--- config.mk ---
export PLATFORM = sky130hd
export DESIGN_NAME = buck_plant
export DESIGN_NICKNAME = d
export VERILOG_FILES = /design/src/rtl/buck_pkg.sv /design/src/rtl/buck_step_timer.sv /design/src/rtl/buck_state_update.sv /design/src/rtl/buck_dac_scale.sv /design/src/rtl/buck_plant.sv
export SDC_FILE = /design/constraint.sdc
export NUM_CORES = 2
export LEC_CHECK = 0
export BUFFER_PORTS_ARGS = -buffer_cell sky130_fd_sc_hd__buf_2
export CORE_MARGIN = 2
export CORE_UTILIZATION = 25
export DETAILED_ROUTE_END_ITERATION = 10
export PLACE_DENSITY = 0.46
export SLEW_MARGIN = 20
export SYNTH_ARGS = -nofsm -noshare
export SYNTH_HDL_FRONTEND = slang
export SYNTH_SLANG_ARGS = --single-unit
--- constraint.sdc ---
create_clock -name clk -period 35.8 [get_ports clk]
set_input_delay 1.79 -clock clk [delete_from_list [all_inputs] [get_ports clk]]
set_output_delay 1.79 -clock clk [all_outputs]
set_load 0.01 [all_outputs]
--- src/rtl/buck_pkg.sv ---
package buck_pkg;
  localparam int ST_W       = 32;  // state word width
  localparam int ST_FRAC    = 16;  // fraction bits of states
  localparam int GAIN_FRAC  = 24;  // fraction bits of step gains
  localparam int CODE_W     = 16;  // DAC code width
  localparam int SCALE_FRAC = 16;  // extra fraction bits of output scales

  typedef logic signed [ST_W-1:0]   state_t;
  typedef logic signed [CODE_W-1:0] code_t;
  typedef logic signed [63:0]       wide_t;

  localparam wide_t CODE_MAX = (64'sd1 <<< (CODE_W-1)) - 64'sd1;
  localparam wide_t CODE_MIN = -(64'sd1 <<< (CODE_W-1));

  function automatic code_t clamp_code(input wide_t v);
    if (v > CODE_MAX)      return code_t'(CODE_MAX);
    else if (v < CODE_MIN) return code_t'(CODE_MIN);
    else                   return code_t'(v);
  endfunction
endpackage

--- src/rtl/buck_step_timer.sv ---
module buck_step_timer #(
  parameter int OSR         = 50,
  parameter int SOLVE_ITERS = 2
) (
  input  logic clk,
  input  logic rst,
  output logic sample_en,
  output logic commit_en
);
  localparam int OS_W = (OSR > 1) ? $clog2(OSR) : 1;
  localparam int IT_W = (SOLVE_ITERS > 1) ? $clog2(SOLVE_ITERS) : 1;
  localparam logic [OS_W-1:0] OS_LAST = OS_W'(OSR - 1);
  localparam logic [IT_W-1:0] IT_LAST = IT_W'(SOLVE_ITERS - 1);

  logic [OS_W-1:0] os_cnt;
  logic [IT_W-1:0] it_cnt;

  always_ff @(posedge clk) begin
    if (rst) begin
      os_cnt <= '0;
      it_cnt <= '0;
    end else if (os_cnt == OS_LAST) begin
      os_cnt <= '0;
      it_cnt <= (it_cnt == IT_LAST) ? '0 : it_cnt + 1'b1;
    end else begin
      os_cnt <= os_cnt + 1'b1;
    end
  end

  assign sample_en = (os_cnt == OS_LAST) && (it_cnt == '0);
  assign commit_en = (os_cnt == OS_LAST) && (it_cnt == IT_LAST);


  phase_order_chk: assert property (@(posedge clk) disable iff (rst)
    commit_en |=> !commit_en);
endmodule

--- src/rtl/buck_state_update.sv ---
module buck_state_update
  import buck_pkg::*;
#(
  parameter longint KL    = 0,
  parameter longint KC    = 0,
  parameter longint KG    = 0,
  parameter longint VIN_Q = 0
) (
  input  logic   clk,
  input  logic   rst,
  input  logic   pwm,
  input  logic   sample_en,
  input  logic   commit_en,
  output state_t il_q,
  output state_t vc_q
);
  logic   sw_q;
  state_t d_il_q;
  state_t ir_q;

  wide_t  vsw;
  wide_t  d_il_w;
  wide_t  ir_w;
  wide_t  d_vc_w;
  state_t il_next;

  // phase 0: inductor slope and load current from the pre-step states
  always_comb begin
    vsw    = pwm ? wide_t'(VIN_Q) : 64'sd0;
    d_il_w = ((vsw - wide_t'(vc_q)) * KL) >>> GAIN_FRAC;
    ir_w   = (wide_t'(vc_q) * KG) >>> GAIN_FRAC;
  end

  // last phase: capacitor slope and diode-aware current
  always_comb begin
    d_vc_w  = ((wide_t'(il_q) - wide_t'(ir_q)) * KC) >>> GAIN_FRAC;
    il_next = il_q + d_il_q;
  end

  always_ff @(posedge clk) begin
    if (rst) begin
      sw_q   <= 1'b0;
      d_il_q <= '0;
      ir_q   <= '0;
      il_q   <= '0;
      vc_q   <= '0;
    end else begin
      if (sample_en) begin
        sw_q   <= pwm;
        d_il_q <= state_t'(d_il_w);
        ir_q   <= state_t'(ir_w);
      end
      if (commit_en) begin
        il_q <= (!sw_q && il_next[ST_W-1]) ? '0 : il_next;
        vc_q <= vc_q + state_t'(d_vc_w);
      end
    end
  end


  diode_block_chk: assert property (@(posedge clk) disable iff (rst)
    (commit_en && !sw_q) |=> !il_q[ST_W-1]);


  state_clear_chk: assert property (@(posedge clk)
    rst |=> (il_q == '0 && vc_q == '0));
endmodule

--- src/rtl/buck_dac_scale.sv ---
module buck_dac_scale
  import buck_pkg::*;
#(
  parameter longint KI = 0,
  parameter longint KV = 0
) (
  input  logic   clk,
  input  logic   rst,
  input  logic   load,
  input  state_t il,
  input  state_t vc,
  output code_t  i_code,
  output code_t  v_code
);
  localparam int SHIFT = ST_FRAC + SCALE_FRAC;

  wide_t i_scaled;
  wide_t v_scaled;

  always_comb begin
    i_scaled = (wide_t'(il) * KI) >>> SHIFT;
    v_scaled = (wide_t'(vc) * KV) >>> SHIFT;
  end

  always_ff @(posedge clk) begin
    if (rst) begin
      i_code <= '0;
      v_code <= '0;
    end else if (load) begin
      i_code <= clamp_code(i_scaled);
      v_code <= clamp_code(v_scaled);
    end
  end


  code_top_chk: assert property (@(posedge clk) disable iff (rst)
    (load && i_scaled > CODE_MAX) |=> (i_code == code_t'(CODE_MAX)));


  code_sign_chk: assert property (@(posedge clk) disable iff (rst)
    (load && !il[ST_W-1]) |=> !i_code[CODE_W-1]);
endmodule

--- src/rtl/buck_plant.sv ---
module buck_plant
  import buck_pkg::*;
#(
  parameter int OSR         = 50,
  parameter int SOLVE_ITERS = 2,
  parameter int TS_NS       = 1000,
  parameter int L_NH        = 100000,
  parameter int C_NF        = 100000,
  parameter int R_MOHM      = 5000,
  parameter int VIN_MV      = 15000,
  parameter int I_FS_A      = 10,
  parameter int V_FS_V      = 15,
  parameter int REF_MV      = 3000,
  parameter int DAC_FS_MV   = 10000
) (
  input  logic        clk,
  input  logic        rst,
  input  logic        pwm_in,
  output logic [15:0] i_code,
  output logic [15:0] v_code,
  output logic        dac_trig,
  output logic        step_done
);
  localparam longint VIN_Q = (longint'(VIN_MV) <<< ST_FRAC) / 1000;
  localparam longint KL    = (longint'(TS_NS) <<< GAIN_FRAC) / L_NH;
  localparam longint KC    = (longint'(TS_NS) <<< GAIN_FRAC) / C_NF;
  localparam longint KG    = (longint'(1000) <<< GAIN_FRAC) / R_MOHM;
  localparam longint KI    = (longint'(REF_MV) <<< (CODE_W - 1 + SCALE_FRAC))
                             / (longint'(I_FS_A) * DAC_FS_MV);
  localparam longint KV    = (longint'(REF_MV) <<< (CODE_W - 1 + SCALE_FRAC))
                             / (longint'(V_FS_V) * DAC_FS_MV);

  logic   sample_en;
  logic   commit_en;
  logic   commit_q;
  state_t il_q;
  state_t vc_q;
  code_t  i_code_s;
  code_t  v_code_s;

  buck_step_timer #(.OSR(OSR), .SOLVE_ITERS(SOLVE_ITERS)) u_timer (
    .clk       (clk),
    .rst       (rst),
    .sample_en (sample_en),
    .commit_en (commit_en)
  );

  buck_state_update #(.KL(KL), .KC(KC), .KG(KG), .VIN_Q(VIN_Q)) u_state (
    .clk       (clk),
    .rst       (rst),
    .pwm       (pwm_in),
    .sample_en (sample_en),
    .commit_en (commit_en),
    .il_q      (il_q),
    .vc_q      (vc_q)
  );

  buck_dac_scale #(.KI(KI), .KV(KV)) u_dac (
    .clk    (clk),
    .rst    (rst),
    .load   (commit_q),
    .il     (il_q),
    .vc     (vc_q),
    .i_code (i_code_s),
    .v_code (v_code_s)
  );

  always_ff @(posedge clk) begin
    if (rst) begin
      commit_q  <= 1'b0;
      step_done <= 1'b0;
    end else begin
      commit_q  <= commit_en;
      step_done <= commit_q;
    end
  end

  assign i_code   = i_code_s;
  assign v_code   = v_code_s;
  assign dac_trig = 1'b1;


  strobe_width_chk: assert property (@(posedge clk) disable iff (rst)
    step_done |=> !step_done);


  strobe_follow_chk: assert property (@(posedge clk) disable iff (rst)
    commit_q |=> step_done);
endmodule

* Word-level counts from Yosys, hierarchy flattened
Cells that the tools add are included. W data, S select, Z words.
Word-level totals: input bits 3, register bits 169
Cells by class: muxes and demuxes 7, equal/unequal tests 1, reduce and logical (&&, ||, !) cells 5, bitwise gates (word level) 1, $add $sub $neg 6, multiply operators 5, $lt $le $gt $ge 4
Operators by type and width (number):
- $mul A64 B17 Y54 const B | 2
- $add A32 B32 Y32 | 2
- $mux W16 | 4
- $mul A32 B27 Y59 const B | 1
- $mul A32 B24 Y56 const B | 1
- $mul A32 B23 Y55 const B | 1
- $gt A27 B16 Y1 const B | 2
- $lt A27 B16 Y1 const B | 2
- $sub A21 B32 Y33 | 1
- $sub A32 B31 Y33 | 1
- $mux W32 | 1
- $mux W20 | 1
- $add A6 B1 Y6 const B | 1
- $eq A6 B6 Y1 const B | 1
- $logic_and A1 B1 Y1 | 3
- $reduce_or A2 Y1 | 1
- $add A1 B1 Y1 const B | 1
- $logic_not A1 Y1 | 1
- $mux W1 | 1
- $not A1 Y1 | 1

* Depth between registers and ports, before layout
depth in word-level cells 4, gate-level depth with buffers 51, depth with buffers taken out 51

* Cells and area by module
A second synthesis with hierarchy kept.
Second synthesis, totals: cells, all modules 8205, area, all modules 75939.1 µm²
By module, submodules not included:
- buck_state_update | cells each 4711, area an instance 43509.2 µm², times used 1
- buck_dac_scale | cells each 3455, area an instance 32054.5 µm², times used 1
- buck_step_timer | cells each 33, area an instance 311.5 µm², times used 1
- buck_plant | cells each 6, area an instance 63.8 µm², times used 1

* Worst setup path after synthesis
OpenSTA, ideal clock, no wires.
path kind register to register, start register u_state.il_q[2], end register u_state.vc_q[31], arrival 11163 ps, setup time 70 ps, buffers on the path 0, path slack 24566 ps, stages on the path, launching flop included 46, data required time 35730 ps, cells stage by stage dfxtp_1 > ha_1 > nor2b_1 > o31a_1 > o22a_1 > o21a_1 > a41o_1 > o21bai_2 > o31ai_1 > o41a_1 > a31oi_1 > ha_1 > inv_1 > fa_1 > fa_1 > inv_1 > fa_1 > fa_1 > [10 not listed] > a31o_2 > or2_2 > and2_1 > o21a_1 > nor2_1 > xnor2_1 > ha_1 > nand2_1 > o21ai_0 > a2111oi_0 > o21a_1 > o31a_1 > a21oi_1 > a21o_1 > a21oi_1 > xor2_1 > or3_1 > a21oi_1
On the way: cells in the longest elaborated chain, start to end 3
Ends and longest elaborated chain:
- start: declaration | RTL line buck_state_update.sv:14 | output state_t il_q,
- start signal: assignment | RTL line buck_state_update.sv:54 | il_q <= (!sw_q && il_next[ST_W-1]) ? '0 : il_next;
- $sub A32 B31 Y33 | RTL line buck_state_update.sv:36 | d_vc_w = ((wide_t'(il_q) - wide_t'(ir_q)) * KC) >>> GAIN_FRAC;
- $mul A64 B17 Y54 | RTL line buck_state_update.sv:36
- $add A32 B32 Y32 | RTL line buck_state_update.sv:55 | vc_q <= vc_q + state_t'(d_vc_w);
- end signal: assignment | RTL line buck_state_update.sv:55
- end: declaration | RTL line buck_state_update.sv:15 | output state_t vc_q
No other way between the ends. A chain may end at the register's enable or synchronous reset.

* Final worst setup path
start register u_state.il_q[1], end register u_state.vc_q[31]
The elaborated chain is that of the path after synthesis.

==> flow_summary.ini <==
[outcome]
status = completed

[die]
die_area_sq_um = 291000
io_pins = 37
num_rows = 196
die_h_um = 540
die_w_um = 540
start_util = 0.251
core-area_sq_um = 285000

[yosys]
synth_most_common_cell = inv_1
synth_seq_cells = 169
synth-seq-area-share = 0.0471
async_reset_ff_frac = 0
ys.flop_type = dfxtp_1
syn_area_sq_um = 71800
yosysUniqueCellTypes = 105
synth_edf_count = 0
avgSynthCellArea_sq_um = 9.61
yosysWarnings = 0
synth_top_cell_area_share = 0.421
netlist_instances = 7470
yosys.area.top_type = fa_1
synth_common_cells = 2,227 x inv_1, 1,508 x fa_1, 1,235 x ha_1
syn-num-nets = 10200
yosys-top-cells-area = fa_1 42%, ha_1 22%, inv_1 12%

[clock_network]
cts_buffers = 17
clock_sinks = 169
path_clk_slew_ps = 90
cts_hold_buf = 0
clock-root-buffer = clkbuf_16
cts_setup_buffers = 0
cts_tree = built
clock_path_buffers = 2
worstSkewPairLatency_ps = 590
cts_max_level = 4
post_cts_resized = 0

[placement]
dp_hpwl_um = 187000
portBuffers = 35
place.gp.congestion = 0.899
placed_cell_area_sq_um = 76900

[grt]
grt_pass1_vias = 53600
grt_pass1_wl_um = 325000
antenna_found_initial = 12
grt_util_all_layers = 0.146
grt_max_degree = 59
grt-ovfl-total = 0

[critical_path]
crit_required_ps = 36270
r2r_slack_ps = 23330
cp-end-kind = flip-flop
start_kind = flip-flop
worstPathArrival_ps = 12940
critPathKind = flip-flop to flip-flop
critPathMaxStageDelay_ps = 710
ff2ff_path_depth = 47
reg2reg_to = u_state.vc_q[31]$_SDFFE_PP0P_
slowest_stage = xor2_1
crit_path_max_fanout = 12
r2r-start = u_state.il_q[1]$_SDFFE_PP0P_
crit_top_cell = a21oi_1

[sta]
hold_viol = 0
max_freq_mhz = 80.2
tns_ps = 0
clock_skew_ps = 47.5
min_period_ps = 12470
worstMarginPinSlew_ps = 1180
timing.hold.ws_ps = 455
worst_slew_margin_rel = 0.208
finalSetupViolCount = 0
final_max_slew_viol_count = 0
grt_setup_unrepaired = false
period_share = 0.348

[routing]
drc = 0
detail-route-antenna-nets = 0
finalWirelength_um = 208000
vias = 48600
wl_per_cell_um = 18.5
vias_per_cell = 4.31
first_pass_iters = 7
drt_iter0_markers = 2398

[flow_run]
drv_cap = 0

[hold_path]
min_to = u_state.ir_q[4]$_SDFFE_PP0P_
whs_path_depth = 2
hold_path_class = flip-flop to flip-flop
hold_start = u_state.ir_q[4]$_SDFFE_PP0P_

[pwr]
ir_worst_vdd_v = 0.0000800
leakage_nw = 41.1
power_density_nw_per_um2 = 19.3

[cells_and_area]
fill_cells = 30700
drive_gt1_frac = 0.0312
design_area_sq_um = 77500
fin_nets = 10200
area_delta_synth_final_pct = 7.94
-- layer usage --
layer | vias to the layer above | part of all wire | GRT usage | wire length (um)
met3 | 137 | 0.032 | 0.0152 | 6730
met2 | 699 | 0.48 | 0.247 | 99600
met5 | - | 0 | 0 | 0
met4 | 0 | 0.017 | 0.0275 | 3640
li1 | 23100 | - | - | -
met1 | 24600 | 0.47 | 0.202 | 98300
-- through the flow --
| stage | utilization | std cells | total power [mW] | setup slack, ps |
|---|---|---|---|---|
| global placement | 0.269 | 11200 | 1.28 | 23500 |
| CTS | 0.271 | 11300 | 1.51 | 23240 |
| finish | 0.271 | 11300 | 1.50 | 23330 |
| global route | 0.271 | 11300 | 1.66 | 22360 |
| floorplan | - | 7470 | 0.987 | 24570 |
| detailed placement | 0.269 | 11200 | 1.28 | 23300 |
-- logic make-up (layout without fill, tap and decap cells) --
family,after synthesis,in the layout,share of synthesized area
AOI/OAI and AO/OA,965,965,0.0882
xor gates and xnor gates,364,364,0.0445
other,1,3,0.0000522
DFF,169,169,0.0471
buffers and inverters,2324,2366,0.122
muxes,19,19,0.00275
adders and majority gates,2744,2744,0.636
and+or+nand+nor,884,884,0.0595
-- cell usage in the layout, fill, tap and decap left out, types with 11 or more instances in the layout --
cell type	count
a211oi_1	44
inv_1	2227
or2_2	18
and3_1	29
a211oi_2	12
nor2_1	225
o21ai_0	175
dfxtp_1	166
nand4_1	32
ha_1	1235
a21o_1	137
nand2b_1	33
or3_1	19
nand3_1	50
nand2_1	304
o31ai_1	16
buf_2	34
o21a_1	48
nor2b_1	30
and4_1	11
nor3_2	11
a31oi_1	29
a21oi_1	313
mux2i_1	13
xnor2_1	245
xor2_1	112
o211ai_1	14
nor3_1	51
fa_1	1508
buf_4	68
o21bai_1	26
clkbuf_16	17
and2_1	30
-- cell type report --
class                           count  area [sq um]  area share
Multi-Input combinational cell   4977         59700       0.771
Inverter                         2232          8380       0.108
Tap cell                         3762          4710      0.0607
Sequential cell                   169          3390      0.0437
Timing Repair Buffer              102           681     0.00878
Clock buffer                       17           425     0.00549
Clock inverter                     15           191     0.00247
Antenna cell                        2          5.00   0.0000646
-- worst max path at each step --
stage / from / to / slack [ps]
after floorplan: u_state.il_q[2]$_SDFFE_PP0P_ / u_state.vc_q[31]$_SDFFE_PP0P_ / 24570
after global placement: u_state.il_q[1]$_SDFFE_PP0P_ / u_state.vc_q[31]$_SDFFE_PP0P_ / 23500
after detailed placement: u_state.il_q[1]$_SDFFE_PP0P_ / u_state.vc_q[31]$_SDFFE_PP0P_ / 23300
after CTS: u_state.il_q[1]$_SDFFE_PP0P_ / u_state.vc_q[31]$_SDFFE_PP0P_ / 23240
after global routing: u_state.il_q[1]$_SDFFE_PP0P_ / u_state.vc_q[30]$_SDFFE_PP0P_ / 22360
final: u_state.il_q[1]$_SDFFE_PP0P_ / u_state.vc_q[31]$_SDFFE_PP0P_ / 23330
-- state kept, by name, indices dropped and copies added (netlist names) --
| signal | cells |
|---|---|
| u_state.d_il_q | 32 |
| u_dac.v_code | 16 |
| commit_q | 1 |
| u_state.vc_q | 32 |
| u_timer.os_cnt | 6 |
| u_state.ir_q | 31 |
| u_state.sw_q | 1 |
| step_done | 1 |
| u_state.il_q | 32 |
| u_dac.i_code | 16 |
| u_timer.it_cnt | 1 |
-- report_power, final --
group | internal [mW] | switching (mW)
Sequential | 0.188 | 0.000280
Clock | 0.0954 | 0.119
Combinational | 0.448 | 0.648
Total | 0.731 | 0.767
-- worst max-delay path: cells and delay by family, from the launching register on --
family          cells  cell delay (ps)
flops               1              690
fa+ha+maj           9             3810
xor+xnor            3              950
simple gates        4              730
buf+inv             5              310
compound gates     26             5890
Note: power is estimated with default switching activity, not from simulation.
